[src/rtl/panel_link_pkg.sv]
package panel_link_pkg;

  // Content of the byte currently presented on the transmit stream
  typedef enum logic [1:0] {
    SLOT_IDLE = 2'd0,  // nothing presented
    SLOT_LEAD = 2'd1,  // lead byte of a two-byte report, tail follows
    SLOT_LAST = 2'd2,  // final byte of a report
    SLOT_ACK  = 2'd3   // acknowledge byte
  } tx_slot_e;

  localparam logic [7:0] LEAD_BYTE_DEF = 8'h80;
  localparam logic [7:0] TAIL_BYTE_DEF = 8'h40;
  localparam logic [7:0] ACK_BYTE_DEF  = 8'h20;
  localparam logic [7:0] CFG_FIRST_DEF = 8'h0E;
  localparam logic [7:0] CFG_SECOND_DEF = 8'hFC;

endpackage

[src/rtl/panel_beat_timer.sv]
module panel_beat_timer #(
  parameter int WAKE_TICKS   = 150,
  parameter int PERIOD_TICKS = 92
) (
  input  logic clk,
  input  logic rst,
  input  logic en,
  input  logic tick,
  output logic due
);
  localparam int MAXC = (WAKE_TICKS > PERIOD_TICKS) ? WAKE_TICKS : PERIOD_TICKS;
  localparam int CW   = $clog2(MAXC + 1);
  localparam logic [CW-1:0] WAKE_LAST   = CW'(WAKE_TICKS - 1);
  localparam logic [CW-1:0] PERIOD_LAST = CW'(PERIOD_TICKS - 1);

  logic          awake;
  logic [CW-1:0] cnt;
  logic          limit_hit;

  assign limit_hit = awake ? (cnt == PERIOD_LAST) : (cnt == WAKE_LAST);

  always_ff @(posedge clk) begin
    if (rst || !en) begin
      awake <= 1'b0;
      cnt   <= '0;
      due   <= 1'b0;
    end else begin
      due <= 1'b0;
      if (tick) begin
        if (limit_hit) begin
          due   <= 1'b1;
          cnt   <= '0;
          awake <= 1'b1;
        end else begin
          cnt <= cnt + 1'b1;
        end
      end
    end
  end
endmodule

[src/rtl/panel_cmd_pairer.sv]
module panel_cmd_pairer #(
  parameter logic [7:0] CFG_FIRST  = 8'h0E,
  parameter logic [7:0] CFG_SECOND = 8'hFC
) (
  input  logic       clk,
  input  logic       rst,
  input  logic       en,
  input  logic       rx_valid,
  input  logic [7:0] rx_data,
  output logic       rx_ready,
  output logic       cmd_done,
  output logic       short_fmt
);
  logic       have_first;
  logic [7:0] first_byte;
  logic       accept;

  assign accept = rx_valid && rx_ready;

  always_ff @(posedge clk) begin
    rx_ready <= en && !rst;
    if (rst || !en) begin
      have_first <= 1'b0;
      first_byte <= '0;
      cmd_done   <= 1'b0;
      short_fmt  <= 1'b0;
    end else begin
      cmd_done <= 1'b0;
      if (accept) begin
        if (!have_first) begin
          first_byte <= rx_data;
          have_first <= 1'b1;
        end else begin
          have_first <= 1'b0;
          cmd_done   <= 1'b1;
          if (first_byte == CFG_FIRST && rx_data == CFG_SECOND)
            short_fmt <= 1'b1;
        end
      end
    end
  end
endmodule

[src/rtl/panel_tx_sched.sv]
module panel_tx_sched
  import panel_link_pkg::*;
#(
  parameter int         ACK_DEPTH = 4,
  parameter logic [7:0] LEAD_BYTE = 8'h80,
  parameter logic [7:0] TAIL_BYTE = 8'h40,
  parameter logic [7:0] ACK_BYTE  = 8'h20
) (
  input  logic       clk,
  input  logic       rst,
  input  logic       en,
  input  logic       due,
  input  logic       cmd_done,
  input  logic       short_fmt,
  input  logic       tx_ready,
  output logic       tx_valid,
  output logic [7:0] tx_data,
  output logic       in_long
);
  localparam int AW = $clog2(ACK_DEPTH + 1);
  localparam logic [AW-1:0] ACK_CAP = AW'(ACK_DEPTH);

  tx_slot_e      slot;
  logic          rpt_pend;
  logic [AW-1:0] ack_cnt;
  logic [AW-1:0] ack_less;
  logic [AW-1:0] ack_next;
  logic          free, take_tail, take_rpt, take_ack;

  assign free      = !tx_valid || tx_ready;
  assign take_tail = free && (slot == SLOT_LEAD);
  assign take_rpt  = free && !take_tail && rpt_pend;
  assign take_ack  = free && !take_tail && !rpt_pend && (ack_cnt != '0);
  assign in_long   = (slot == SLOT_LEAD);

  always_comb begin
    ack_less = ack_cnt - AW'(take_ack);
    ack_next = ack_less;
    if (cmd_done && ack_less < ACK_CAP)
      ack_next = ack_less + 1'b1;
  end

  always_ff @(posedge clk) begin
    if (rst || !en) begin
      slot     <= SLOT_IDLE;
      rpt_pend <= 1'b0;
      ack_cnt  <= '0;
      tx_valid <= 1'b0;
      tx_data  <= '0;
    end else begin
      rpt_pend <= (rpt_pend && !take_rpt) || due;
      ack_cnt  <= ack_next;
      if (free) begin
        if (take_tail) begin
          tx_data  <= TAIL_BYTE;
          tx_valid <= 1'b1;
          slot     <= SLOT_LAST;
        end else if (take_rpt) begin
          tx_data  <= LEAD_BYTE;
          tx_valid <= 1'b1;
          slot     <= short_fmt ? SLOT_LAST : SLOT_LEAD;
        end else if (take_ack) begin
          tx_data  <= ACK_BYTE;
          tx_valid <= 1'b1;
          slot     <= SLOT_ACK;
        end else begin
          tx_valid <= 1'b0;
          slot     <= SLOT_IDLE;
        end
      end
    end
  end
endmodule

[src/rtl/panel_link_responder.sv]
module panel_link_responder
  import panel_link_pkg::*;
#(
  parameter int         WAKE_TICKS   = 150,
  parameter int         PERIOD_TICKS = 92,
  parameter int         ACK_DEPTH    = 4,
  parameter logic [7:0] LEAD_BYTE    = LEAD_BYTE_DEF,
  parameter logic [7:0] TAIL_BYTE    = TAIL_BYTE_DEF,
  parameter logic [7:0] ACK_BYTE     = ACK_BYTE_DEF,
  parameter logic [7:0] CFG_FIRST    = CFG_FIRST_DEF,
  parameter logic [7:0] CFG_SECOND   = CFG_SECOND_DEF
) (
  input  logic       clk,
  input  logic       rst,
  input  logic       en,
  input  logic       tick,
  input  logic       rx_valid,
  input  logic [7:0] rx_data,
  output logic       rx_ready,
  output logic       tx_valid,
  output logic [7:0] tx_data,
  input  logic       tx_ready
);
  logic due;
  logic cmd_done;
  logic short_fmt;
  logic in_long;

  panel_beat_timer #(
    .WAKE_TICKS  (WAKE_TICKS),
    .PERIOD_TICKS(PERIOD_TICKS)
  ) u_timer (
    .clk (clk),
    .rst (rst),
    .en  (en),
    .tick(tick),
    .due (due)
  );

  panel_cmd_pairer #(
    .CFG_FIRST (CFG_FIRST),
    .CFG_SECOND(CFG_SECOND)
  ) u_pairer (
    .clk      (clk),
    .rst      (rst),
    .en       (en),
    .rx_valid (rx_valid),
    .rx_data  (rx_data),
    .rx_ready (rx_ready),
    .cmd_done (cmd_done),
    .short_fmt(short_fmt)
  );

  panel_tx_sched #(
    .ACK_DEPTH(ACK_DEPTH),
    .LEAD_BYTE(LEAD_BYTE),
    .TAIL_BYTE(TAIL_BYTE),
    .ACK_BYTE (ACK_BYTE)
  ) u_sched (
    .clk      (clk),
    .rst      (rst),
    .en       (en),
    .due      (due),
    .cmd_done (cmd_done),
    .short_fmt(short_fmt),
    .tx_ready (tx_ready),
    .tx_valid (tx_valid),
    .tx_data  (tx_data),
    .in_long  (in_long)
  );
endmodule

[config.mk]
export PLATFORM = sky130hd
export DESIGN_NAME = panel_link_responder
export DESIGN_NICKNAME = d
export VERILOG_FILES = /design/src/rtl/panel_link_pkg.sv /design/src/rtl/panel_beat_timer.sv /design/src/rtl/panel_cmd_pairer.sv /design/src/rtl/panel_tx_sched.sv /design/src/rtl/panel_link_responder.sv
export SDC_FILE = /design/constraint.sdc
export NUM_CORES = 1
export LEC_CHECK = 0
export ABC_AREA = 0
export BUFFER_PORTS_ARGS = -buffer_cell sky130_fd_sc_hd__buf_2
export CAP_MARGIN = 10
export CORE_UTILIZATION = 40
export CTS_BUF_LIST = sky130_fd_sc_hd__clkbuf_4 sky130_fd_sc_hd__clkbuf_8
export DETAILED_ROUTE_END_ITERATION = 8
export HOLD_SLACK_MARGIN = 0.02
export PLACE_DENSITY = 0.65
export RECOVER_POWER = 50
export SLEW_MARGIN = 20
export SYNTH_ARGS = -nofsm -noshare
export SYNTH_HDL_FRONTEND = slang
export SYNTH_SLANG_ARGS = --single-unit
[constraint.sdc]
create_clock -name clk -period 1.8 [get_ports clk]
set_input_delay 0 -clock clk [delete_from_list [all_inputs] [get_ports clk]]
set_output_delay 0 -clock clk [all_outputs]
set_load 0.05 [all_outputs]
==> impl_results.md, run 1 <==
* Clk pwr share at between 20% and 30%
* Bufs on Longest Clock Path at 2
* Final setup margin at -74.6 ps
* Comb pwr share at a little under a quarter
* Chip width at between 60 and 70 um
* Post-synthesis sequential area ratio at approximately 46%
* Filler cells at about 320
* Share of the synthesized area in the top cell type at a little under half
* Status: complete, but fails checks
* Fraction of layout cells with a size suffix above 1 at approximately 23%
* Die Y at between 60 and 70 um
* IO Port Bufs at 18
* Post-synth EDFFs at 0
* Nets at between 200 and 250
* Wire length of the first global-routing pass at between 4000 and 5000 um
* Ranking of synthesized cells by area: dfxtp_1 46%, nor2_1 6.7%, mux2i_1 6.5%
* Flop2flop setup slack at -70 ps
* Commonest non-fill, non-tap cell in the layout: dfxtp_1
* Tcrit/Tclk final at 104%
* Internal power at between 1000 and 1500 uW
* Worst Setup EP: u_sched.ack_cnt[1]
* Reg-to-Reg Start: u_sched.ack_cnt[0]
* Avg Inst Size Synth at 9.50 um^2
* Initial core utilization at 41.8%
* Worst Setup End Kind: flip-flop
* Hold WC Path Type: primary input to flip-flop
* Clock latency on the worst-skew pair at between 300 and 400 ps
* Mean number of vias per cell at 4.87
* Slowest stage delay, CP at 380 ps
* DR vias at ~1.1k
* Area after DPL at 1580 um^2
* Max Slew Vio Count at 0
* I/O pin count at 24
* Max-cap violations at 0
* Synth Register Bits at 32
* Reg power frac at between 40% and 50%
* PD cells at about 870 nW/um^2
* Final setup viols at 1
* RSZ-0062 raised after global routing: true
* DRC viols at 0
* Drt wl/cell at ~12 um
* Switching power at roughly 430 uW
* Gr usage total at around 17%
* TritonCTS clock tree: done
* Drt first pass iters at 4
* Post-route cell area at between 1500 and 2000 um^2
* Worst Clk Skew at approximately 5.8 ps
* Critical Path Fanout Max at 2
* Initial antenna violation count at 0
* Setup CP Type: flip-flop to flip-flop
* Remaining global-route overflow at 0
* CP required at about 2000 ps
* RePlAce Congestion at around 0.76
* Placed Instances at between 200 and 250
* Final HPWL DP at 1800 um
* Syn-to-layout area delta at 28.5%
* Vias in the first global route at about 1.1k
* Post-Syn Area at between 1000 and 1500 um^2
* CTS Buf Count at 5
* CTS root buf: clkbuf_4
* Failing checks: negative setup slack
* Syn Inst Count at about 150
* Die area at about 3700 um^2
* Htree depth at 2
* Worst vdd ir at between 0.6 and 0.7 mV
* CTS Sinks at 32
* R2r worst-path depth at 8
* Arrival @ worst endpoint at roughly 2100 ps
* Slew headroom at between 40% and 50%
* Worst Max-Slew Pin Slew at around 760 ps
* Synth area leader: dfxtp_1
* Layout Cells excl Fill at 231
* Sw Ratio at around 28%
* Most frequent cells in the layout: 28 x dfxtp_1, 25 x nor2_1, 12 x buf_2, 11 x dlygate4sd3_1, 9 x mux2i_1
* Post-synth ARST share at 0%
* CP Cell Sequence: or3_4 > nor4b_4 > ha_2 > ha_4 > inv_4 > ha_4 > nor2_1 > a211oi_2
* Area of the multi-input gates at roughly 760 um^2
* Critical Path Start Type: flip-flop
* N_diodes at 0
* Main synth FF type: dfxtp_1
* FF+latch area at between 600 and 700 um^2
* ANT nets after route at 0
* Std-Cell Rows at 21
* Yosys warning count at 0
* Largest net degree at the start of global routing at 13
* CP max stage cell: or3_4
* Lkg Pwr at 0.000719 uW
* Cell mode on critical path: ha_4
* Register clock-pin slew on the reported worst setup and hold paths at ~90 ps
* CP startpoint: u_sched.ack_cnt[0]
* Max Clk Rate at ~530 MHz
* Final hold violations at 0
* CORE AREA at about 3300 um^2
* Drt total wl at 2700 um
* Worst R2R End: u_sched.ack_cnt[1]
* First DRT Iteration DRCs at 37
* Post-synth cell types at 38
* Tmin final at about 1900 ps
* Post-Route Setup TNS at -74.6 ps
==> state kept, by name (all words and copies together), names as in the netlist <==
register,flops
u_pairer.cmd_done,1
u_pairer.first_byte,8
u_pairer.have_first,1
u_pairer.rx_ready,1
u_pairer.short_fmt,1
u_sched.ack_cnt,3
u_sched.rpt_pend,1
u_sched.slot,2
u_sched.tx_data,3
u_sched.tx_valid,1
u_timer.awake,1
u_timer.cnt,8
u_timer.due,1
==> power groups by stage <==
stage,Clock (uW),Sequential (uW),Combinational [uW]
floorplan,0,777,193
finish,454,746,365
CTS,470,743,330
global route,505,748,389
detailed placement,0,759,280
global placement,0,756,263
==> worst min path at each step <==
stage	endpoint	slack [ps]	start	cells after the start
after floorplan	u_pairer.first_byte[0]	140	rx_data[0]	2
after global placement	u_pairer.first_byte[5]	240	rx_data[5]	3
after detailed placement	u_pairer.first_byte[1]	250	rx_data[1]	3
after CTS	u_sched.rpt_pend	100	tx_ready	4
after global routing	u_sched.rpt_pend	150	tx_ready	4
final	u_sched.rpt_pend	100	tx_ready	4
==> area by class of cell <==
class	count	share of cell area, %
sequential	32	36.0
tap	46	3.21
multi-input combinational	103	42.5
inverter	7	1.60
timing repair buffer	35	13.0
clock buffer	8	3.70
==> stage by stage <==
stage | total power (uW) | hold WS [ps] | worst slack [ps] | util, %
2_1_floorplan | 969 | 144 | -10.0 | -
3_3_place_gp | 1020 | 239 | -12.2 | 47.2
3_5_place_dp | 1040 | 250 | -124 | 47.2
4_1_cts | 1540 | 96.4 | -138 | 53.5
5_1_grt | 1640 | 148 | -139 | 53.8
6_report | 1570 | 104 | -74.6 | 53.8
==> worst max-delay path: cells and delay by family (launching register included) <==
kind	cells	cell delay, ps
AND/OR/NAND/NOR	3	630
buffers and inverters	1	40
flip-flops	1	330
adder cells (fa/ha/maj)	3	690
AO/OA/AOI/OAI	1	50
==> synthesized netlist by cell type (3+ instances only) <==
master and number:
mux2i_1 9, xnor2_1 6, dfxtp_1 32, a21oi_1 5
inv_1 7, nand2b_1 3, nor2b_1 3, nand2_1 8
nor2_1 25, buf_4 6, nor3_1 3, ha_1 4
xor2_1 3, nand4_1 3
==> cells by family (layout without fill, tap and decap cells) <==
logic type	count (synthesis)	in the layout	synth area share, %
buf+inv	16	50	6.00
fa+ha+maj	4	4	3.58
simple gates	60	60	22.8
flops	32	32	45.9
other cells	1	5	0.269
compound gates	16	16	9.41
mux	9	9	6.45
xor+xnor	9	9	5.65
==> timing repair <==
action,4_1_cts,5_1_grt
buffers inserted,1,0
hold buffers,11,0
hold endpoints to repair,12,0
gates resized for setup,6,4
pin swaps,5,2
setup endpoints to repair,2,2
==> per-layer routing <==
layer  routed length, um  global-route usage, %
met3                  80                   4.62
met2                1350                   30.0
met1                1190                   17.8
met5                   0                      0
met4                  87                   13.3
(Power assumes the default switching activity.)
==> run 2: changes to the inputs <==
- ABC_AREA: 0 -> 1
- SYNTH_HIERARCHICAL: not set -> 1
==> run 2 against run 1 <==
Net effect: critical endpoint is now u_sched/ack_cnt[1]; count of clock-buffer cells in the layout fell by 2; the run now ends clean; global-route usage fell by 1.9 points; clock skew fell by 0.87 ps; total power rose by 3.6%; sequential power barely moved; final cell count rose by 33%; first-iteration DRC count rose by 62%.
==> impl_results.md, run 2 <==
* Final setup viols at 0 (was 1)
* Arrival @ worst endpoint at 1910 ps (was 2070 ps)
* CP top delay family: adder cells (unchanged)
* Biggest regs: u_pairer/first_byte: 8 flops, u_timer/cnt: 8 flops (was u_pairer.first_byte: 8 flops, u_timer.cnt: 8 flops)
* Post-synthesis sequential area ratio at 41.0% (was 45.9%)
* Post-Place Worst Slack at 38.9 ps (was -124 ps)
* Bufs on Longest Clock Path at 2 (unchanged)
* Initial core utilization at 42.0% (was 41.8%)
* IO Port Bufs at 18 (unchanged)
* Post-synthesis compound-gate area fraction at 10.3% (was 9.41%)
* Buf+Inv Stages, Crit Path at 2 (was 1)
* Worst Setup End Kind: flip-flop (unchanged)
* Most frequent cells after synthesis: 44 x nand2_1, 38 x nor2_1, 36 x inv_1 (was 32 x dfxtp_1, 25 x nor2_1, 9 x mux2i_1)
* Fraction of layout cells with a size suffix above 1 at 18.9% (was 23.2%)
* DR vias at 1372 (was 1124)
* Clock latency on the worst-skew pair at 280 ps (was 330 ps)
* Avg Inst Size Synth at 7.07 um^2 (was 9.50 um^2)
* Synth Area in Simple Gates at 32.0% (was 22.8%)
* Nets at 276 (was 202)
* Gr usage total at 15.4% (was 17.3%)
* DRC viols at 0 (unchanged)
* Main synth FF type: dfxtp_1 (unchanged)
* Lkg Pwr at 0.000937 uW (was 0.000719 uW)
* Largest family of logic cells by synthesized area: simple AND/OR/NAND/NOR gates (unchanged)
* Slowest stage delay, CP at 340 ps (was 380 ps)
* Mean number of vias per cell at 4.47 (was 4.87)
* Drt wl/cell at 9.38 um (was 11.7 um)
* Max Clk Rate at 574 MHz (was 533 MHz)
* HP Start: rx_valid (was tx_ready)
* Post-synth cell types at 25 (was 38)
* CTS Buf Count at 5 (unchanged)
* Initial antenna violation count at 0 (unchanged)
* CTS Sinks at 32 (unchanged)
* Filler cells at 373 (was 323)
* First DRT Iteration DRCs at 60 (was 37)
* Critical Path Fanout Max at 3 (was 2)
* Chip width at 64.5 um (was 61.1 um)
* Worst Max-Slew Pin Slew at 593 ps (was 755 ps)
* Layout Cells excl Fill at 307 (was 231)
* Register clock-pin slew on the reported worst setup and hold paths at 60 ps (was 90 ps)
* Max Slew Vio Count at 0 (unchanged)
* Htree depth at 2 (unchanged)
* Tcrit/Tclk final at 96.7% (was 104%)
* XOR/XNOR Fraction of Synth Area at 1.12% (was 5.65%)
* Flop2flop setup slack at 60 ps (was -70 ps)
* Worst Clk Skew at 4.92 ps (was 5.79 ps)
* Drt first pass iters at 4 (unchanged)
* Critical Path Start Type: flip-flop (unchanged)
* Syn Inst Count at 221 (was 147)
* Max-cap violations at 0 (unchanged)
* CP required at 1970 ps (was 2000 ps)
* Yosys warning count at 6 (was 0)
* Design Power at 1620 uW (was 1570 uW)
* Hold WC Path Type: primary input to flip-flop (unchanged)
* Vias in the first global route at 1199 (was 1105)
* Die area at 4160 um^2 (was 3730 um^2)
* Syn-to-layout area delta at 22.8% (was 28.5%)
* Tmin final at 1740 ps (was 1870 ps)
* Worst R2R End: u_sched/ack_cnt[1] (was u_sched.ack_cnt[1])
* N_diodes at 0 (unchanged)
* Synth area leader: dfxtp_1 (unchanged)
* Ranking of synthesized cells by area: dfxtp_1 41%, nand2_1 11%, nor2_1 9.1% (was dfxtp_1 46%, nor2_1 6.7%, mux2i_1 6.5%)
* Commonest non-fill, non-tap cell in the layout: nand2_1 (was dfxtp_1)
* Multiplexer share of the synthesized area at 0% (was 6.45%)
* Post-synth ARST share at 0% (unchanged)
* Post-Syn Area at 1560 um^2 (was 1400 um^2)
* Final hold violations at 0 (unchanged)
* CTS root buf: clkbuf_8 (was clkbuf_4)
* Placed Instances at 287 (was 211)
* RePlAce Congestion at 0.786 (was 0.759)
* Synth Register Bits at 32 (unchanged)
* CP Cell Sequence: nor2_1 > nand2_1 > nand4_1 > inv_2 > ha_4 > ha_4 > inv_1 > ha_1 > o21ai_1 > a21oi_1 (was or3_4 > nor4b_4 > ha_2 > ha_4 > inv_4 > ha_4 > nor2_1 > a211oi_2)
* Final setup margin at 58.7 ps (was -74.6 ps)
* Final HPWL DP at 2010 um (was 1800 um)
* Wire length of the first global-routing pass at 4970 um (was 4550 um)
* PD cells at 845 nW/um^2 (was 872 nW/um^2)
* Hold Crit Depth at 3 (was 4)
* Cell mode on critical path: ha_4 (unchanged)
* Top-count cell post-synth: nand2_1 (was dfxtp_1)
* Largest net degree at the start of global routing at 11 (was 13)
* Std-Cell Rows at 22 (was 21)
* Drt total wl at 2880 um (was 2700 um)
* Status: finished clean (was complete, but fails checks)
* Reg-to-Reg Start: u_sched/ack_cnt[2] (was u_sched.ack_cnt[0])
* Setup CP Type: flip-flop to flip-flop (unchanged)
* Die Y at 64.5 um (was 61.1 um)
* Most frequent cells in the layout: 44 x nand2_1, 40 x nor2_1, 34 x inv_1, 30 x dfxtp_1, 12 x o21ai_0 (was 28 x dfxtp_1, 25 x nor2_1, 12 x buf_2, 11 x dlygate4sd3_1, 9 x mux2i_1)
* Slew headroom at 60.7% (was 49.6%)
* R2r worst-path depth at 10 (was 8)
* CORE AREA at 3720 um^2 (was 3340 um^2)
* Post-synth EDFFs at 0 (unchanged)
* TritonCTS clock tree: done (unchanged)
* Remaining global-route overflow at 0 (unchanged)
* Post-Synth Adder-Cell Area at 3.21% (was 3.58%)
* ANT nets after route at 0 (unchanged)
* CP max stage cell: dfxtp_2 (was or3_4)
* I/O pin count at 24 (unchanged)
* Hold EP: u_pairer/cmd_done (was u_sched.rpt_pend)
* Worst vdd ir at 0.425 mV (was 0.603 mV)
* Worst hold margin at 34.9 ps (was 104 ps)
* Share of the synthesized area in the top cell type at 41.0% (was 45.9%)
## run 2: cell type report
cell class,count,area [um^2],share of cell area (%)
multi-input combinational,148,759,39.6
clock buffer,6,82.6,4.31
clock inverter,2,10.0,0.522
tap,48,60.1,3.13
inverter,40,153,7.96
sequential,32,646,33.7
timing repair buffer,31,208,10.8
## run 2: kinds of logic after synthesis
kind of cell	count (synthesis)
other cells	1
flops	32
simple gates	109
fa+ha+maj	4
buf+inv	45
xor+xnor	2
compound gates	28
## run 2: worst max path at each step
stage / start / slack, ps / to / cells past startpoint
floorplan: u_sched/tx_valid / 40 / u_sched/ack_cnt[1] / 9
global placement: u_sched/ack_cnt[2] / 90 / u_sched/ack_cnt[1] / 10
detailed placement: u_sched/slot[0] / 40 / u_sched/ack_cnt[1] / 9
CTS: tx_ready / 8 / u_sched/ack_cnt[1] / 12
global route: u_sched/ack_cnt[2] / -60 / u_sched/ack_cnt[1] / 10
finish: u_sched/ack_cnt[2] / 60 / u_sched/ack_cnt[1] / 10
## run 2: power by group
part | switching, uW | internal, uW
logic | 180 | 130
clock network | 259 | 305
registers | 16.1 | 732
## run 2: layer usage
| metal | track usage [%] | vias to the layer above | wire, um |
|---|---|---|---|
| met1 | 18.8 | 600 | 1400 |
| li1 | - | 748 | - |
| met2 | 25.3 | 24 | 1350 |
| met3 | 5.81 | 0 | 122 |
| met5 | 0 | - | 0 |
| met4 | 4.17 | 0 | 0 |
## run 2: timing repair
| action | in CTS | in global routing |
|---|---|---|
| setup buffers | 0 | 3 |
| hold buffers | 10 | 0 |
| gates resized for setup | 0 | 8 |
| hold endpoints to repair | 10 | 0 |
| endpoints found under the setup margin | 0 | 3 |
## run 2: worst reg2reg max path, cell delays in order, from the launching register on
cell and delay, ps:
dfxtp_2 340, nor2_1 110, nand2_1 90, nand4_1 170
inv_2 70, ha_4 160, ha_4 250, inv_1 40
ha_1 260, o21ai_1 110, a21oi_1 50
## run 2: through the flow
stage / cell area, um^2 / utilization (%) / TNS (ps)
finish: 1920 / 51.6 / 0
global route: 1920 / 51.6 / -128
CTS: 1890 / 50.9 / 0
detailed placement: 1700 / 45.8 / 0
global placement: 1700 / 45.8 / 0
floorplan: 1580 / - / 0
==> run 3: changes to the inputs <==
- ABC_AREA: 1 -> not set
==> run 3 against run 2 <==
Net effect: cell area down 6.0%; critical path depth down 2; total power down 7.8%; critical path type unchanged; largest power group unchanged; highest routed layer is now met4.
==> impl_results.md, run 3 <==
* N_diodes at 0 (unchanged)
* Tcrit/Tclk final at 98.5% (was 96.7%)
* Main synth FF type: dfxtp_1 (unchanged)
* I/O pin count at 24 (unchanged)
* Die Y at 62.2 um (was 64.5 um)
* Max-cap violations at 0 (unchanged)
* Biggest regs: u_pairer/first_byte: 8 flops, u_timer/cnt: 8 flops (unchanged)
* Avg Inst Size Synth at 9.11 um^2 (was 7.07 um^2)
* Post-synthesis sequential area ratio at 44.2% (was 41.0%)
* PD cells at 829 nW/um^2 (was 845 nW/um^2)
* Critical Path Start Type: flip-flop (unchanged)
* Vias in the first global route at 1142 (was 1199)
* Chip width at 62.2 um (was 64.5 um)
* Hold EP: u_timer/cnt[1] (was u_pairer/cmd_done)
* Ranking of synthesized cells by area: dfxtp_1 44%, mux2i_1 6.2%, nor2_1 5.2% (was dfxtp_1 41%, nand2_1 11%, nor2_1 9.1%)
* Design Power at 1490 uW (was 1620 uW)
* Synth Register Bits at 32 (unchanged)
* Htree depth at 2 (unchanged)
* Largest net degree at the start of global routing at 12 (was 11)
* Worst hold margin at 26.1 ps (was 34.9 ps)
* CORE AREA at 3420 um^2 (was 3720 um^2)
* Register clock-pin slew on the reported worst setup and hold paths at 100 ps (was 60 ps)
* Arrival @ worst endpoint at 2030 ps (was 1910 ps)
* Wire length of the first global-routing pass at 4750 um (was 4970 um)
* DRC viols at 0 (unchanged)
* First DRT Iteration DRCs at 91 (was 60)
* Max Slew Vio Count at 0 (unchanged)
* Worst Max-Slew Pin Slew at 589 ps (was 593 ps)
* Post-synth EDFFs at 0 (unchanged)
* Commonest non-fill, non-tap cell in the layout: dfxtp_1 (was nand2_1)
* Worst Clk Skew at 8.58 ps (was 4.92 ps)
* Setup CP Type: flip-flop to flip-flop (unchanged)
* Clock latency on the worst-skew pair at 330 ps (was 280 ps)
* Filler cells at 331 (was 373)
* Reg-to-Reg Start: u_sched/ack_cnt[1] (was u_sched/ack_cnt[2])
* CP required at 2060 ps (was 1970 ps)
* Area after DPL at 1570 um^2 (was 1700 um^2)
* R2r worst-path depth at 8 (was 10)
* IO Port Bufs at 18 (unchanged)
* Worst Setup End Kind: flip-flop (unchanged)
* Max Clk Rate at 564 MHz (was 574 MHz)
* Initial antenna violation count at 0 (unchanged)
* Synth area leader: dfxtp_1 (unchanged)
* Yosys warning count at 6 (unchanged)
* Die area at 3870 um^2 (was 4160 um^2)
* Initial core utilization at 42.4% (was 42.0%)
* Slew headroom at 60.9% (was 60.7%)
* Syn Inst Count at 159 (was 221)
* Bufs on Longest Clock Path at 2 (unchanged)
* CTS Sinks at 32 (unchanged)
* Drt first pass iters at 4 (unchanged)
* Share of the synthesized area in the top cell type at 44.2% (was 41.0%)
* Hold WC Path Type: primary input to flip-flop (unchanged)
* Post-Route Setup TNS at 0 ps (unchanged)
* Most frequent cells in the layout: 28 x dfxtp_1, 20 x nor2_1, 12 x buf_2, 11 x dlygate4sd3_1 (was 44 x nand2_1, 40 x nor2_1, 34 x inv_1, 30 x dfxtp_1, 12 x o21ai_0)
* DR vias at 1220 (was 1372)
* Final HPWL DP at 1880 um (was 2010 um)
* Lkg Pwr at 0.000740 uW (was 0.000937 uW)
* HP Start: tick (was rx_valid)
* Drt wl/cell at 12.1 um (was 9.38 um)
* Worst vdd ir at 0.378 mV (was 0.425 mV)
* Final hold violations at 0 (unchanged)
* Fraction of layout cells with a size suffix above 1 at 21.4% (was 18.9%)
* Hold Crit Depth at 3 (unchanged)
* Post-synth cell types at 43 (was 25)
* Post-synth ARST share at 0% (unchanged)
* Post-route cell area at 1800 um^2 (was 1920 um^2)
* Flop2flop setup slack at 30 ps (was 60 ps)
* Status: finished clean (unchanged)
* Remaining global-route overflow at 0 (unchanged)
* ANT nets after route at 0 (unchanged)
* Tmin final at 1770 ps (was 1740 ps)
* Nets at 213 (was 276)
* Mean number of vias per cell at 5.04 (was 4.47)
* Final core area utilization at 52.8% (was 51.6%)
* Drt total wl at 2930 um (was 2880 um)
* Syn-to-layout area delta at 24.4% (was 22.8%)
* Final setup viols at 0 (unchanged)
* CTS Buf Count at 5 (unchanged)
* Worst R2R End: u_sched/ack_cnt[1] (unchanged)
* TritonCTS clock tree: done (unchanged)
* Std-Cell Rows at 21 (was 22)
* RePlAce Congestion at 0.818 (was 0.786)
* Critical Path Fanout Max at 4 (was 3)
* Most frequent cells after synthesis: 32 x dfxtp_1, 20 x nor2_1, 10 x a21oi_1, 10 x nand2_1, 9 x mux2i_1 (was 44 x nand2_1, 38 x nor2_1, 36 x inv_1)
* Gr usage total at 15.7% (was 15.4%)
* Post-Syn Area at 1450 um^2 (was 1560 um^2)
* CTS root buf: clkbuf_4 (was clkbuf_8)
* Top-count cell post-synth: dfxtp_1 (was nand2_1)
[run 3: what timing repair did]
action	CTS	global route
pin swaps	0	3
gates resized for setup	1	10
endpoints found under the setup margin	2	2
gates cloned	0	0
buffers inserted	0	2
endpoints found under the hold margin	14	0
hold buffers	11	0
[run 3: cell type report]
type | instances | area, um^2 | share of cell area (%)
Timing Repair Buffer | 35 | 238 | 13.2
Multi-Input combinational cell | 113 | 763 | 42.3
Clock buffer | 8 | 66.3 | 3.68
Inverter | 8 | 30.0 | 1.67
Sequential cell | 32 | 648 | 35.9
Tap cell | 46 | 57.6 | 3.19
[run 3: power by group]
| part | switching, uW | total, uW | leakage, uW | internal (uW) |
|---|---|---|---|---|
| registers | 18.8 | 747 | 0.000261 | 728 |
| clock network | 238 | 461 | 0.0000394 | 223 |
| logic | 159 | 287 | 0.000440 | 128 |
| total | 416 | 1490 | 0.000740 | 1080 |
[run 3: worst max-delay path: stages (launching register included)]
cell	delay, ps
dfxtp_1	370
nor3_4	250
nor4_4	70
ha_2	180
ha_1	210
xnor2_2	260
buf_4	160
nand3_1	70
a21oi_1	140
[run 3: kinds of logic (layout without fill, tap and decap cells)]
| group | Yosys count | in the layout | synth area share [%] |
|---|---|---|---|
| AO/OA/AOI/OAI | 23 | 23 | 9.67 |
| AND/OR/NAND/NOR | 65 | 65 | 24.8 |
| multiplexers | 9 | 9 | 6.22 |
| other | 1 | 5 | 0.259 |
| XOR/XNOR | 7 | 7 | 4.23 |
| buffers and inverters | 18 | 51 | 7.17 |
| adder cells (fa/ha/maj) | 4 | 4 | 3.45 |
| flip-flops | 32 | 32 | 44.2 |
[run 3: worst max-delay path by stage]
stage,startpoint,endpoint,depth (start not counted)
finish,u_sched/ack_cnt[1],u_sched/ack_cnt[1],8
global placement,u_sched/slot[1],u_sched/ack_cnt[1],9
detailed placement,u_sched/ack_cnt[1],u_sched/ack_cnt[0],7
CTS,u_sched/slot[1],u_sched/ack_cnt[1],9
global route,u_sched/ack_cnt[1],u_sched/ack_cnt[1],8
floorplan,u_sched/tx_valid,u_sched/ack_cnt[1],9
[run 3: layer usage]
layer,GRT usage [%],share of wire [%]
met1,17.2,44
met2,26.1,50
met3,4.41,3.1
met4,10.8,3.5
met5,0,0
[run 3: per-stage QoR]
step | worst slack (ps) | cells
floorplan | 0.140 | 163
global placement | 102 | 221
detailed placement | -30.9 | 221
CTS | 29.5 | 240
global route | -56.6 | 242
finish | 27.6 | 242
